$ cat src/rtl/rcs_pkg.sv
// Shared types for the ring copy source: descriptor layout, engine states
// and register slot numbers. Assumes fixed 64-bit descriptors.
package rcs_pkg;
    localparam int BUF_AW   = 32;
    localparam int CNT_W    = 16;
    localparam int TAG_LSB  = 3;
    localparam int TAG_W    = 16 - TAG_LSB;

    typedef struct packed {
        logic [15:0]       flags;
        logic [CNT_W-1:0]  nbytes;
        logic [BUF_AW-1:0] addr;
    } desc_t;

    typedef enum logic [1:0] {ENG_IDLE, ENG_LOAD, ENG_SEND, ENG_HALT} eng_state_e;

    localparam logic [3:0] REG_BASE = 4'd0;
    localparam logic [3:0] REG_SIZE = 4'd1;
    localparam logic [3:0] REG_WR   = 4'd2;
    localparam logic [3:0] REG_RD   = 4'd3;
    localparam logic [3:0] REG_CMPL = 4'd4;
    localparam logic [3:0] REG_CMD  = 4'd5;
    localparam logic [3:0] REG_MAX  = 4'd6;
    localparam logic [3:0] REG_ERR  = 4'd7;
endpackage

$ cat src/rtl/rcs_desc_ram.sv
// Descriptor storage: one write port for software, one registered read port
// for the engine. Assumes read data is consumed one cycle after re.
module rcs_desc_ram
    import rcs_pkg::*;
#(
    parameter int DEPTH = 16,
    localparam int AW   = $clog2(DEPTH)
) (
    input  logic          clk,
    input  logic          we,
    input  logic [AW-1:0] waddr,
    input  desc_t         wdata,
    input  logic          re,
    input  logic [AW-1:0] raddr,
    output desc_t         rdata
);
    desc_t mem [DEPTH];

    // Store software writes and register the engine's read.
    always_ff @(posedge clk) begin
        if (we) mem[waddr] <= wdata;
        if (re) rdata <= mem[raddr];
    end
endmodule

$ cat src/rtl/rcs_ctrl_regs.sv
// Software-visible registers: ring base and size, write and completion
// indices with overflow guard, halt command, length cap and sticky errors.
// Assumes base and size are changed only while the ring is empty.
module rcs_ctrl_regs
    import rcs_pkg::*;
#(
    parameter int IW    = 4,
    localparam int SW   = $clog2(IW + 1)
) (
    input  logic              clk,
    input  logic              rst_n,
    input  logic              reg_we,
    input  logic [3:0]        reg_addr,
    input  logic [31:0]       reg_wdata,
    output logic [31:0]       reg_rdata,
    input  logic [IW-1:0]     rd_idx,
    input  logic              halted,
    input  logic              len_err_set,
    output logic [IW-1:0]     base,
    output logic [IW-1:0]     mask,
    output logic [IW-1:0]     wr_idx,
    output logic              halt_req,
    output logic [CNT_W-1:0]  max_len
);
    logic [SW-1:0] size_lg;
    logic [IW-1:0] cmpl_idx, wr_new, delta, room;
    logic          ovf_hit, err_len, err_ovf;
    logic          wr_sel;

    // Derive the index mask and the overflow verdict for a write-index update.
    always_comb begin
        mask    = ~({IW{1'b1}} << size_lg);
        wr_new  = reg_wdata[IW-1:0] & mask;
        delta   = (wr_new - wr_idx) & mask;
        room    = (cmpl_idx - wr_idx - IW'(1)) & mask;
        ovf_hit = delta > room;
        wr_sel  = reg_we && (reg_addr == REG_WR);
    end

    // Register writes, overflow rejection and sticky error bits.
    always_ff @(posedge clk) begin
        if (!rst_n) begin
            base <= '0; size_lg <= SW'(IW); wr_idx <= '0; cmpl_idx <= '0;
            halt_req <= 1'b0; max_len <= '1; err_len <= 1'b0; err_ovf <= 1'b0;
        end else begin
            err_len <= err_len | len_err_set;
            if (wr_sel) begin
                if (ovf_hit) err_ovf <= 1'b1;
                else         wr_idx  <= wr_new;
            end
            if (reg_we) begin
                case (reg_addr)
                    REG_BASE: base     <= reg_wdata[IW-1:0];
                    REG_SIZE: size_lg  <= (reg_wdata > 32'(IW)) ? SW'(IW) : reg_wdata[SW-1:0];
                    REG_CMPL: cmpl_idx <= reg_wdata[IW-1:0] & mask;
                    REG_CMD:  halt_req <= reg_wdata[0];
                    REG_MAX:  max_len  <= reg_wdata[CNT_W-1:0];
                    REG_ERR: begin
                        err_len <= (err_len & ~reg_wdata[0]) | len_err_set;
                        err_ovf <= err_ovf & ~reg_wdata[1];
                    end
                    default: ;
                endcase
            end
        end
    end

    // Read-back multiplexer.
    always_comb begin
        reg_rdata = '0;
        case (reg_addr)
            REG_BASE: reg_rdata[IW-1:0]    = base;
            REG_SIZE: reg_rdata[SW-1:0]    = size_lg;
            REG_WR:   reg_rdata[IW-1:0]    = wr_idx;
            REG_RD:   reg_rdata[IW-1:0]    = rd_idx;
            REG_CMPL: reg_rdata[IW-1:0]    = cmpl_idx;
            REG_CMD:  reg_rdata[3:0]       = {halted, 2'b00, halt_req};
            REG_MAX:  reg_rdata[CNT_W-1:0] = max_len;
            REG_ERR:  reg_rdata[1:0]       = {err_ovf, err_len};
            default:  reg_rdata = '0;
        endcase
    end


    ovf_reject_chk: assert property (@(posedge clk) disable iff (!rst_n)
        (wr_sel && ovf_hit) |=> ($stable(wr_idx) && err_ovf));
endmodule

$ cat src/rtl/rcs_fetch_fsm.sv
// Fetch engine: reads the descriptor at the read index, applies the length
// cap, offers it on the request port, tracks gather chains and honours halt
// only at chain boundaries. Assumes one descriptor in flight at a time.
module rcs_fetch_fsm
    import rcs_pkg::*;
#(
    parameter int IW = 4
) (
    input  logic              clk,
    input  logic              rst_n,
    input  logic [IW-1:0]     base,
    input  logic [IW-1:0]     mask,
    input  logic [IW-1:0]     wr_idx,
    input  logic              halt_req,
    input  logic [CNT_W-1:0]  max_len,
    output logic              mem_re,
    output logic [IW-1:0]     mem_raddr,
    input  desc_t             mem_rdata,
    output logic [IW-1:0]     rd_idx,
    output logic              halted,
    output logic              len_err_set,
    output logic              req_valid,
    input  logic              req_ready,
    output logic [BUF_AW-1:0] req_addr,
    output logic [CNT_W-1:0]  req_len,
    output logic              req_swap,
    output logic [TAG_W-1:0]  req_tag,
    output logic              req_first,
    output logic              req_last,
    output logic              copy_done
);
    eng_state_e    state;
    logic          in_chain;
    logic          stop_now;
    logic [IW-1:0] rd_next;

    // Fetch decision and memory addressing for the current read index.
    always_comb begin
        stop_now  = halt_req && !in_chain;
        rd_next   = (rd_idx + IW'(1)) & mask;
        mem_raddr = base + rd_idx;
        mem_re    = (state == ENG_IDLE) && !stop_now && (rd_idx != wr_idx);
        halted    = (state == ENG_HALT);
    end

    // Engine sequencing: idle, load descriptor, offer it, or hold halted.
    always_ff @(posedge clk) begin
        if (!rst_n) begin
            state <= ENG_IDLE; rd_idx <= '0; in_chain <= 1'b0;
            req_valid <= 1'b0; req_addr <= '0; req_len <= '0; req_swap <= 1'b0;
            req_tag <= '0; req_first <= 1'b0; req_last <= 1'b0;
            copy_done <= 1'b0; len_err_set <= 1'b0;
        end else begin
            copy_done   <= 1'b0;
            len_err_set <= 1'b0;
            case (state)
                ENG_IDLE: begin
                    if (stop_now)                state <= ENG_HALT;
                    else if (rd_idx != wr_idx)   state <= ENG_LOAD;
                end
                ENG_LOAD: begin
                    req_addr  <= mem_rdata.addr;
                    req_len   <= mem_rdata.nbytes;
                    req_swap  <= mem_rdata.flags[1];
                    req_tag   <= mem_rdata.flags[15:TAG_LSB];
                    req_first <= !in_chain;
                    req_last  <= !mem_rdata.flags[0];
                    if (mem_rdata.nbytes > max_len) begin
                        len_err_set <= 1'b1;
                        rd_idx      <= rd_next;
                        in_chain    <= mem_rdata.flags[0];
                        copy_done   <= !mem_rdata.flags[0];
                        state       <= ENG_IDLE;
                    end else begin
                        req_valid <= 1'b1;
                        state     <= ENG_SEND;
                    end
                end
                ENG_SEND: begin
                    if (req_ready) begin
                        req_valid <= 1'b0;
                        rd_idx    <= rd_next;
                        in_chain  <= !req_last;
                        copy_done <= req_last;
                        state     <= ENG_IDLE;
                    end
                end
                ENG_HALT: begin
                    if (!halt_req) state <= ENG_IDLE;
                end
                default: state <= ENG_IDLE;
            endcase
        end
    end


    hold_stable_chk: assert property (@(posedge clk) disable iff (!rst_n)
        (req_valid && !req_ready) |=> (req_valid && $stable(req_addr) && $stable(req_len)));

    rd_step_chk: assert property (@(posedge clk) disable iff (!rst_n)
        !$stable(rd_idx) |-> (rd_idx == (($past(rd_idx) + IW'(1)) & $past(mask))));

    halt_quiet_chk: assert property (@(posedge clk) disable iff (!rst_n)
        halted |-> !req_valid);

    len_cap_chk: assert property (@(posedge clk) disable iff (!rst_n)
        req_valid |-> (req_len <= max_len));

    done_single_chk: assert property (@(posedge clk) disable iff (!rst_n)
        copy_done |=> !copy_done);
endmodule

$ cat src/rtl/ring_copy_src.sv
// Top of the descriptor-ring source engine: joins the register file, the
// descriptor memory and the fetch engine. Assumes DESC_DEPTH is a power of 2.
module ring_copy_src
    import rcs_pkg::*;
#(
    parameter int DESC_DEPTH = 16,
    localparam int IW        = $clog2(DESC_DEPTH)
) (
    input  logic              clk,
    input  logic              rst_n,
    input  logic              reg_we,
    input  logic [3:0]        reg_addr,
    input  logic [31:0]       reg_wdata,
    output logic [31:0]       reg_rdata,
    input  logic              desc_we,
    input  logic [IW-1:0]     desc_waddr,
    input  logic [63:0]       desc_wdata,
    output logic              req_valid,
    input  logic              req_ready,
    output logic [BUF_AW-1:0] req_addr,
    output logic [CNT_W-1:0]  req_len,
    output logic              req_swap,
    output logic [TAG_W-1:0]  req_tag,
    output logic              req_first,
    output logic              req_last,
    output logic              copy_done
);
    logic [IW-1:0]    base, mask, wr_idx, rd_idx, mem_raddr;
    logic             halt_req, halted, len_err_set, mem_re;
    logic [CNT_W-1:0] max_len;
    desc_t            mem_rdata;

    rcs_ctrl_regs #(.IW(IW)) u_regs (
        .clk, .rst_n, .reg_we, .reg_addr, .reg_wdata, .reg_rdata,
        .rd_idx, .halted, .len_err_set,
        .base, .mask, .wr_idx, .halt_req, .max_len
    );

    rcs_desc_ram #(.DEPTH(DESC_DEPTH)) u_ram (
        .clk, .we(desc_we), .waddr(desc_waddr), .wdata(desc_t'(desc_wdata)),
        .re(mem_re), .raddr(mem_raddr), .rdata(mem_rdata)
    );

    rcs_fetch_fsm #(.IW(IW)) u_fsm (
        .clk, .rst_n, .base, .mask, .wr_idx, .halt_req, .max_len,
        .mem_re, .mem_raddr, .mem_rdata, .rd_idx, .halted, .len_err_set,
        .req_valid, .req_ready, .req_addr, .req_len, .req_swap, .req_tag,
        .req_first, .req_last, .copy_done
    );
endmodule

$ cat config.mk
export PLATFORM = sky130hd
export DESIGN_NAME = ring_copy_src
export DESIGN_NICKNAME = d
export VERILOG_FILES = /design/src/rtl/rcs_pkg.sv /design/src/rtl/rcs_desc_ram.sv /design/src/rtl/rcs_ctrl_regs.sv /design/src/rtl/rcs_fetch_fsm.sv /design/src/rtl/ring_copy_src.sv
export SDC_FILE = /design/constraint.sdc
export NUM_CORES = 1
export LEC_CHECK = 0
export BUFFER_PORTS_ARGS = -buffer_cell sky130_fd_sc_hd__buf_2
export CAP_MARGIN = 10
export CORE_MARGIN = 4
export CORE_UTILIZATION = 35
export CTS_CLUSTER_SIZE = 40
export DETAILED_ROUTE_END_ITERATION = 8
export GPL_ROUTABILITY_DRIVEN = 0
export PLACE_DENSITY = 0.46
export SYNTH_ARGS = -nofsm -noshare
export SYNTH_HDL_FRONTEND = slang
export SYNTH_SLANG_ARGS = --single-unit
$ cat constraint.sdc
create_clock -name clk -period 9.4 [get_ports clk]
set_input_delay 1.41 -clock clk [delete_from_list [all_inputs] [get_ports clk]]
set_output_delay 1.41 -clock clk [all_outputs]
set_load 0.05 [all_outputs]
==> results of run 1 <==
[worst max-delay path by stage]
stage / startpoint / to / slack (ns)
floorplan: desc_waddr[2] / u_ram.mem[0][0] / 2.63
global placement: reg_addr[1] / reg_rdata[2] / 4.69
detailed placement: reg_addr[1] / reg_rdata[2] / 4.61
CTS: reg_addr[1] / reg_rdata[2] / 4.62
global route: reg_addr[1] / reg_rdata[2] / 4.48
finish: reg_addr[1] / reg_rdata[2] / 4.66
[power by group]
| part | total (mW) | switching [mW] | leakage (nW) | internal, mW |
|---|---|---|---|---|
| clock network | 5.10 | 2.10 | 2.09 | 3.00 |
| logic | 2.43 | 1.37 | 5.19 | 1.05 |
| registers | 6.20 | 0.147 | 10.6 | 6.05 |
| total | 13.7 | 3.62 | 17.8 | 10.1 |
[metal layers]
metal / vias to the layer above / global-route usage (%) / share of wire (%)
li1: 10156 / - / -
met1: 12214 / 23.4 / 45
met2: 563 / 27.3 / 48
met3: 147 / 3.42 / 5.0
met4: 14 / 4.11 / 1.6
met5: - / 0 / 0.084
[per-stage QoR]
step	cell area [sq um]	setup slack (ns)	std cells	total power, mW
after floorplan	45700	2.63	2455	8.14
after global placement	48800	4.69	4289	8.77
after detailed placement	48800	4.61	4289	8.81
after CTS	53100	4.62	4532	14.0
after global routing	53100	4.48	4534	14.4
final	53100	4.66	4540	13.7
[cell usage in the layout, fill, tap and decap left out, types with 41 or more instances in the layout]
| master | count |
|---|---|
| a31oi_1 | 66 |
| and3_1 | 63 |
| buf_2 | 189 |
| buf_4 | 41 |
| clkbuf_1 | 41 |
| clkbuf_16 | 132 |
| dfxtp_1 | 108 |
| edfxtp_1 | 1071 |
| mux2i_1 | 80 |
| mux4_2 | 252 |
| nand2_1 | 289 |
| nor2_1 | 95 |
[final cells by class]
| type | instances | area [sq um] | area share [%] |
|---|---|---|---|
| sequential | 1179 | 34300 | 64.6 |
| multi-input combinational | 1099 | 10800 | 20.3 |
| clock buffer | 179 | 3540 | 6.66 |
| tap | 1742 | 2180 | 4.10 |
| timing repair buffer | 234 | 1330 | 2.51 |
| clock inverter | 64 | 786 | 1.48 |
| inverter | 35 | 133 | 0.250 |
| antenna | 8 | 20.0 | 0.0377 |
[cells by family (layout without fill, tap and decap cells)]
family,Yosys count,after routing,synth area share (%)
DFF,1179,1179,75.2
and+or+nand+nor,548,548,5.37
muxes,332,332,14.2
buffers and inverters,177,512,1.75
AOI/OAI and AO/OA,150,150,2.14
adders and majority gates,38,38,1.09
xor gates and xnor gates,15,15,0.288
other,1,24,0.00821
[flip-flops by register name (all words and copies together), names as in the netlist, 2 cells and up]
name	flops
u_fsm.rd_idx	4
u_fsm.req_addr	32
u_fsm.req_len	16
u_fsm.req_tag	13
u_fsm.state	2
u_ram.mem	1008
u_ram.rdata	63
u_regs.base	4
u_regs.cmpl_idx	4
u_regs.max_len	16
u_regs.size_lg	3
u_regs.wr_idx	4
[worst register-to-register path, cell delays in order (launching register included)]
cell,delay (ns)
dfxtp_1,0.55
ha_4,0.20
inv_1,0.05
fa_4,1.22
buf_12,0.87
mux4_2,0.47
nand2_1,0.05
and3_1,0.22
a31oi_1,0.43
==> flow_metrics.py, run 1 <==
metrics = {
    "outcome": {
        "status": "completed",
    },
    "die": {
        "num_rows": 132,
        "core_sq_mm": 0.129,
        "start_util_pct": 35.3,
        "dieHeight_um": 369,
        "die_width_um": 369,
        "die_area_sq_mm": 0.136,
        "pin_count": 207,
    },
    "setup_path": {
        "startpoint_type": "primary input",
        "cpMostUsedCell": "buf_2",
        "r2r-end": "u_ram.rdata[48]",
        "reg2reg_slack_ns": 5.08,
        "arrival_ns": 3.33,
        "crit_family": "simple AND/OR/NAND/NOR gates",
        "path_buf_inv": 3,
        "worst_ep_required_time_ns": 7.99,
        "cp_slowest_cell": "nor4b_2",
        "cp-end-kind": "output port",
        "critical_path_depth": 5,
        "cpPeakStageDelay_ns": 0.95,
        "cp_cell_sequence": "buf_2 -> inv_1 -> nor4b_2 -> a221o_1 -> buf_2",
        "r2r_cells": 8,
        "reg2reg_from": "u_fsm.rd_idx[0]",
        "crit_fanout": 15,
        "path_class": "in2out",
    },
    "sta": {
        "slew_violations": 0,
        "slew_headroom_pct": 26.0,
        "rsz0062_at_grt": "false",
        "hold_violations": 0,
        "worst_hold_slack_ns": 0.446,
        "fin_skew_ns": 0.0233,
        "post-route-period-util_pct": 50.4,
        "fmaxAchievable_mhz": 211,
        "min_period_ns": 4.74,
        "worstMarginPinSlew_ns": 1.11,
        "setup_viol": 0,
        "setup-tns-final_ns": 0,
    },
    "clocking": {
        "root_buffer": "clkbuf_16",
        "numClockSinks": 1179,
        "cts_setup_buffers": 0,
        "cts_resized": 0,
        "hold_buffers": 0,
        "clk_pin_slew_worst_paths_ns": 0.06,
        "clockBufferDepth": 3,
        "cts_tree": "done",
        "numCtsBuffers": 132,
        "cts_max_level": 4,
        "clk_latency_ns": 0.75,
    },
    "drt": {
        "drt-vias-per-instance": 5.09,
        "firstDrtPassIters": 5,
        "drt_iter0_drc": 1808,
        "drc": 0,
        "routed_wl_um": 115000,
        "drt.antenna.violating_nets": 0,
        "num_vias": 23094,
        "routedWlPerCell_um": 25.2,
    },
    "synthesis": {
        "yosys.area.top_type": "edfxtp_1",
        "syn_inst": 2440,
        "synth-main-ff-cell": "edfxtp_1",
        "yosys_warnings": 0,
        "ys_seq_elements": 1179,
        "yosys-top-cells-count": "1071 x edfxtp_1, 289 x nand2_1, 252 x mux4_2, 108 x dfxtp_1, 107 x nor2_1",
        "synth_edf_count": 1071,
        "synthTopCellsByArea": "edfxtp_1 70%, mux4_2 12%, dfxtp_1 4.7%, nand2_1 2.4%, mux2i_1 1.8%",
        "syn-cell-area_sq_mm": 0.0457,
        "yosys.area.top_type_share_pct": 70.4,
        "yosysMostFrequentCell": "edfxtp_1",
        "async_flop_share_pct": 0,
        "avgSynthCellArea_sq_um": 18.7,
        "yosysSeqAreaShare_pct": 75.2,
        "ys_types": 61,
    },
    "place": {
        "port_buffers": 189,
        "dp_hpwl_um": 58000,
    },
    "global_routing": {
        "antenna_found_initial": 24,
        "grt_pass1_vias": 24346,
        "grtUsageTotal_pct": 16.8,
        "overflow": 0,
        "grt_max_degree": 163,
        "grt_pass1_wl_um": 166000,
    },
    "pwr": {
        "power_density_mw_per_mm2": 258,
        "ir_drop_mv": 0.198,
        "p_leak_nw": 17.8,
    },
    "worst_hold_path": {
        "hold_end": "u_regs.err_len",
        "hold_path_depth": 2,
        "min-delay-start": "u_fsm.len_err_set",
        "holdCritPathClass": "reg2reg",
    },
    "final_layout": {
        "syn_to_final_growth_pct": 16.3,
        "num-fill-cells": 11666,
        "layout.nets": 2828,
        "layout-drive-gt1-share_pct": 25.4,
        "utilization_pct": 41.0,
    },
    "flow_run": {
        "max-cap-violations": 0,
    },
}
(Power assumes the default switching activity.)
==> run 2, diff against run 1 <==
Settings changed: PLACE_DENSITY 0.46 to 0.48.
Clock period 9.4 ns to 4.1 ns, I/O delays scaled along.
==> flow_metrics.py, run 2 (synthesis gave the netlist of run 1 again) <==
metrics = {
    "outcome": {
        "status": "completed",
    },
    "setup_path": {
        "cp_slowest_cell": "nor3_1",
        "startpoint_type": "flip-flop",
        "crit_fanout": 6,
        "arrival_ns": 4.08,
        "path_buf_inv": 2,
        "cp-end-kind": "flip-flop",
        "worst_ep_required_time_ns": 4.77,
        "crit_family": "simple AND/OR/NAND/NOR gates",
        "cpPeakStageDelay_ns": 0.45,
        "path_class": "reg2reg",
        "cp_cell_sequence": "nor3_1 -> nor2b_1 -> inv_1 -> ha_1 -> inv_1 -> fa_1 -> nor2b_1 -> ha_1 -> nor2b_1 -> o21a_1 -> o21a_1 -> o21a_1 -> or3_1 -> a21oi_1",
    },
    "pwr": {
        "p_total_mw": 31.6,
        "ir_drop_mv": 0.421,
        "power_density_mw_per_mm2": 589,
        "p_leak_nw": 18.0,
    },
    "final_layout": {
        "syn_to_final_growth_pct": 17.5,
        "num-fill-cells": 11610,
        "seq_area_sq_mm": 0.0343,
        "multi_input_area_sq_mm": 0.0108,
        "layout_common_cells": "1071 x edfxtp_1, 289 x nand2_1, 252 x mux4_2",
        "layout-drive-gt1-share_pct": 26.0,
        "final_common_cell": "edfxtp_1",
        "largest_reg_flops": 1008,
        "layout.nets": 2853,
        "regMostFlops": "u_ram.mem",
        "reg_top3": "u_ram.mem: 1008 flops, u_ram.rdata: 63 flops, u_fsm.req_addr: 32 flops",
    },
    "sta": {
        "post-route-period-util_pct": 83.3,
        "worstMarginPinSlew_ns": 1.02,
        "hold_violations": 0,
        "rsz0062_at_grt": "false",
        "fin_skew_ns": 0.0345,
        "slew_headroom_pct": 31.9,
        "fin_ws_ns": 0.686,
        "setup_viol": 0,
        "slew_violations": 0,
        "fmaxAchievable_mhz": 293,
        "min_period_ns": 3.41,
    },
    "global_routing": {
        "grt_pass1_wl_um": 168000,
        "antenna_found_initial": 21,
        "grtUsageTotal_pct": 16.9,
        "overflow": 0,
        "grt_pass1_vias": 24800,
        "grt_max_degree": 64,
    },
    "place": {
        "dp_hpwl_um": 59300,
        "dp_slack_ns": 0.565,
        "port_buffers": 189,
    },
    "die": {
        "num_rows": 132,
        "start_util_pct": 35.3,
        "die_width_um": 369,
        "die_area_sq_mm": 0.136,
        "pin_count": 207,
        "core_sq_mm": 0.129,
        "dieHeight_um": 369,
    },
    "drt": {
        "drt.antenna.violating_nets": 0,
        "drt_iter0_drc": 1874,
        "firstDrtPassIters": 5,
        "routed_wl_um": 115000,
        "drc": 0,
        "num_vias": 23357,
        "drt-vias-per-instance": 5.12,
        "routedWlPerCell_um": 25.2,
    },
    "clocking": {
        "hold_buffers": 0,
        "clk_latency_ns": 0.74,
        "cts_max_level": 4,
        "root_buffer": "clkbuf_16",
        "cts_setup_buffers": 0,
        "clk_pin_slew_worst_paths_ns": 0.06,
        "cts_resized": 0,
        "numClockSinks": 1179,
        "numCtsBuffers": 132,
        "clockBufferDepth": 3,
        "cts_tree": "done",
    },
    "flow_run": {
        "max-cap-violations": 0,
    },
    "worst_hold_path": {
        "holdCritPathClass": "in2reg",
    },
}
## run 2: cell count changes in the layout (fill, tap and decap cells not counted), moves of 3 or more
cell and change:
buf_12 +30, clkinv_8 -9, clkbuf_16 +8, clkbuf_1 -6, buf_4 -5, clkinv_1 +5, clkinvlp_4 +4, nor3_2 -4
nor3_4 +4, bufinv_16 -3, clkinv_2 -3
## run 2: layer usage
metal / track usage, % / part of all wire [%]
met1: 23.9 / 45
met2: 26.9 / 47
met3: 3.72 / 6.3
met4: 4.20 / 1.8
met5: 0 / 0.0070
## run 2: path summary, 6_finish.rpt
kind / start / to / slack (ns) / cells past startpoint
worst max-delay path: u_regs.size_lg[0] / u_regs.wr_idx[3] / 0.69 / 14
worst min-delay path: reg_wdata[15] / u_regs.max_len[15] / 0.13 / 3
worst max register to register: u_regs.size_lg[0] / u_regs.wr_idx[3] / 0.69 / 14
worst min register to register: u_fsm.len_err_set / u_regs.err_len / 0.44 / 2
## run 2: worst min-delay path, delay by kind of cell
kind	cells	cell delay, ns
simple gates	1	0.04
compound gates	1	0.08
buf+inv	1	0.09
## run 2: power by group
group | internal [mW] | switching (mW)
clock | 6.95 | 4.64
sequential | 13.9 | 0.344
combinational | 2.57 | 3.21
## run 2: stage by stage
step / hold WS (ns) / cell area [sq um] / util, % / TNS [ns] / cells
floorplan: 0.413 / 45700 / - / -31.37 / 2455
global placement: 0.431 / 49400 / 38.1 / 0 / 4314
detailed placement: 0.441 / 49400 / 38.1 / 0 / 4314
CTS: 0.0663 / 53600 / 41.4 / 0 / 4551
global route: 0.108 / 53600 / 41.4 / 0 / 4551
finish: 0.134 / 53600 / 41.4 / 0 / 4559
## run 2: layout make-up
cell class | instances | share of cell area, %
Inverter | 35 | 0.247
Clock buffer | 185 | 7.01
Sequential cell | 1179 | 64.0
Timing Repair Buffer | 259 | 3.54
Multi-Input combinational cell | 1099 | 20.2
Tap cell | 1742 | 4.06
Clock inverter | 52 | 0.928
Antenna cell | 8 | 0.0373
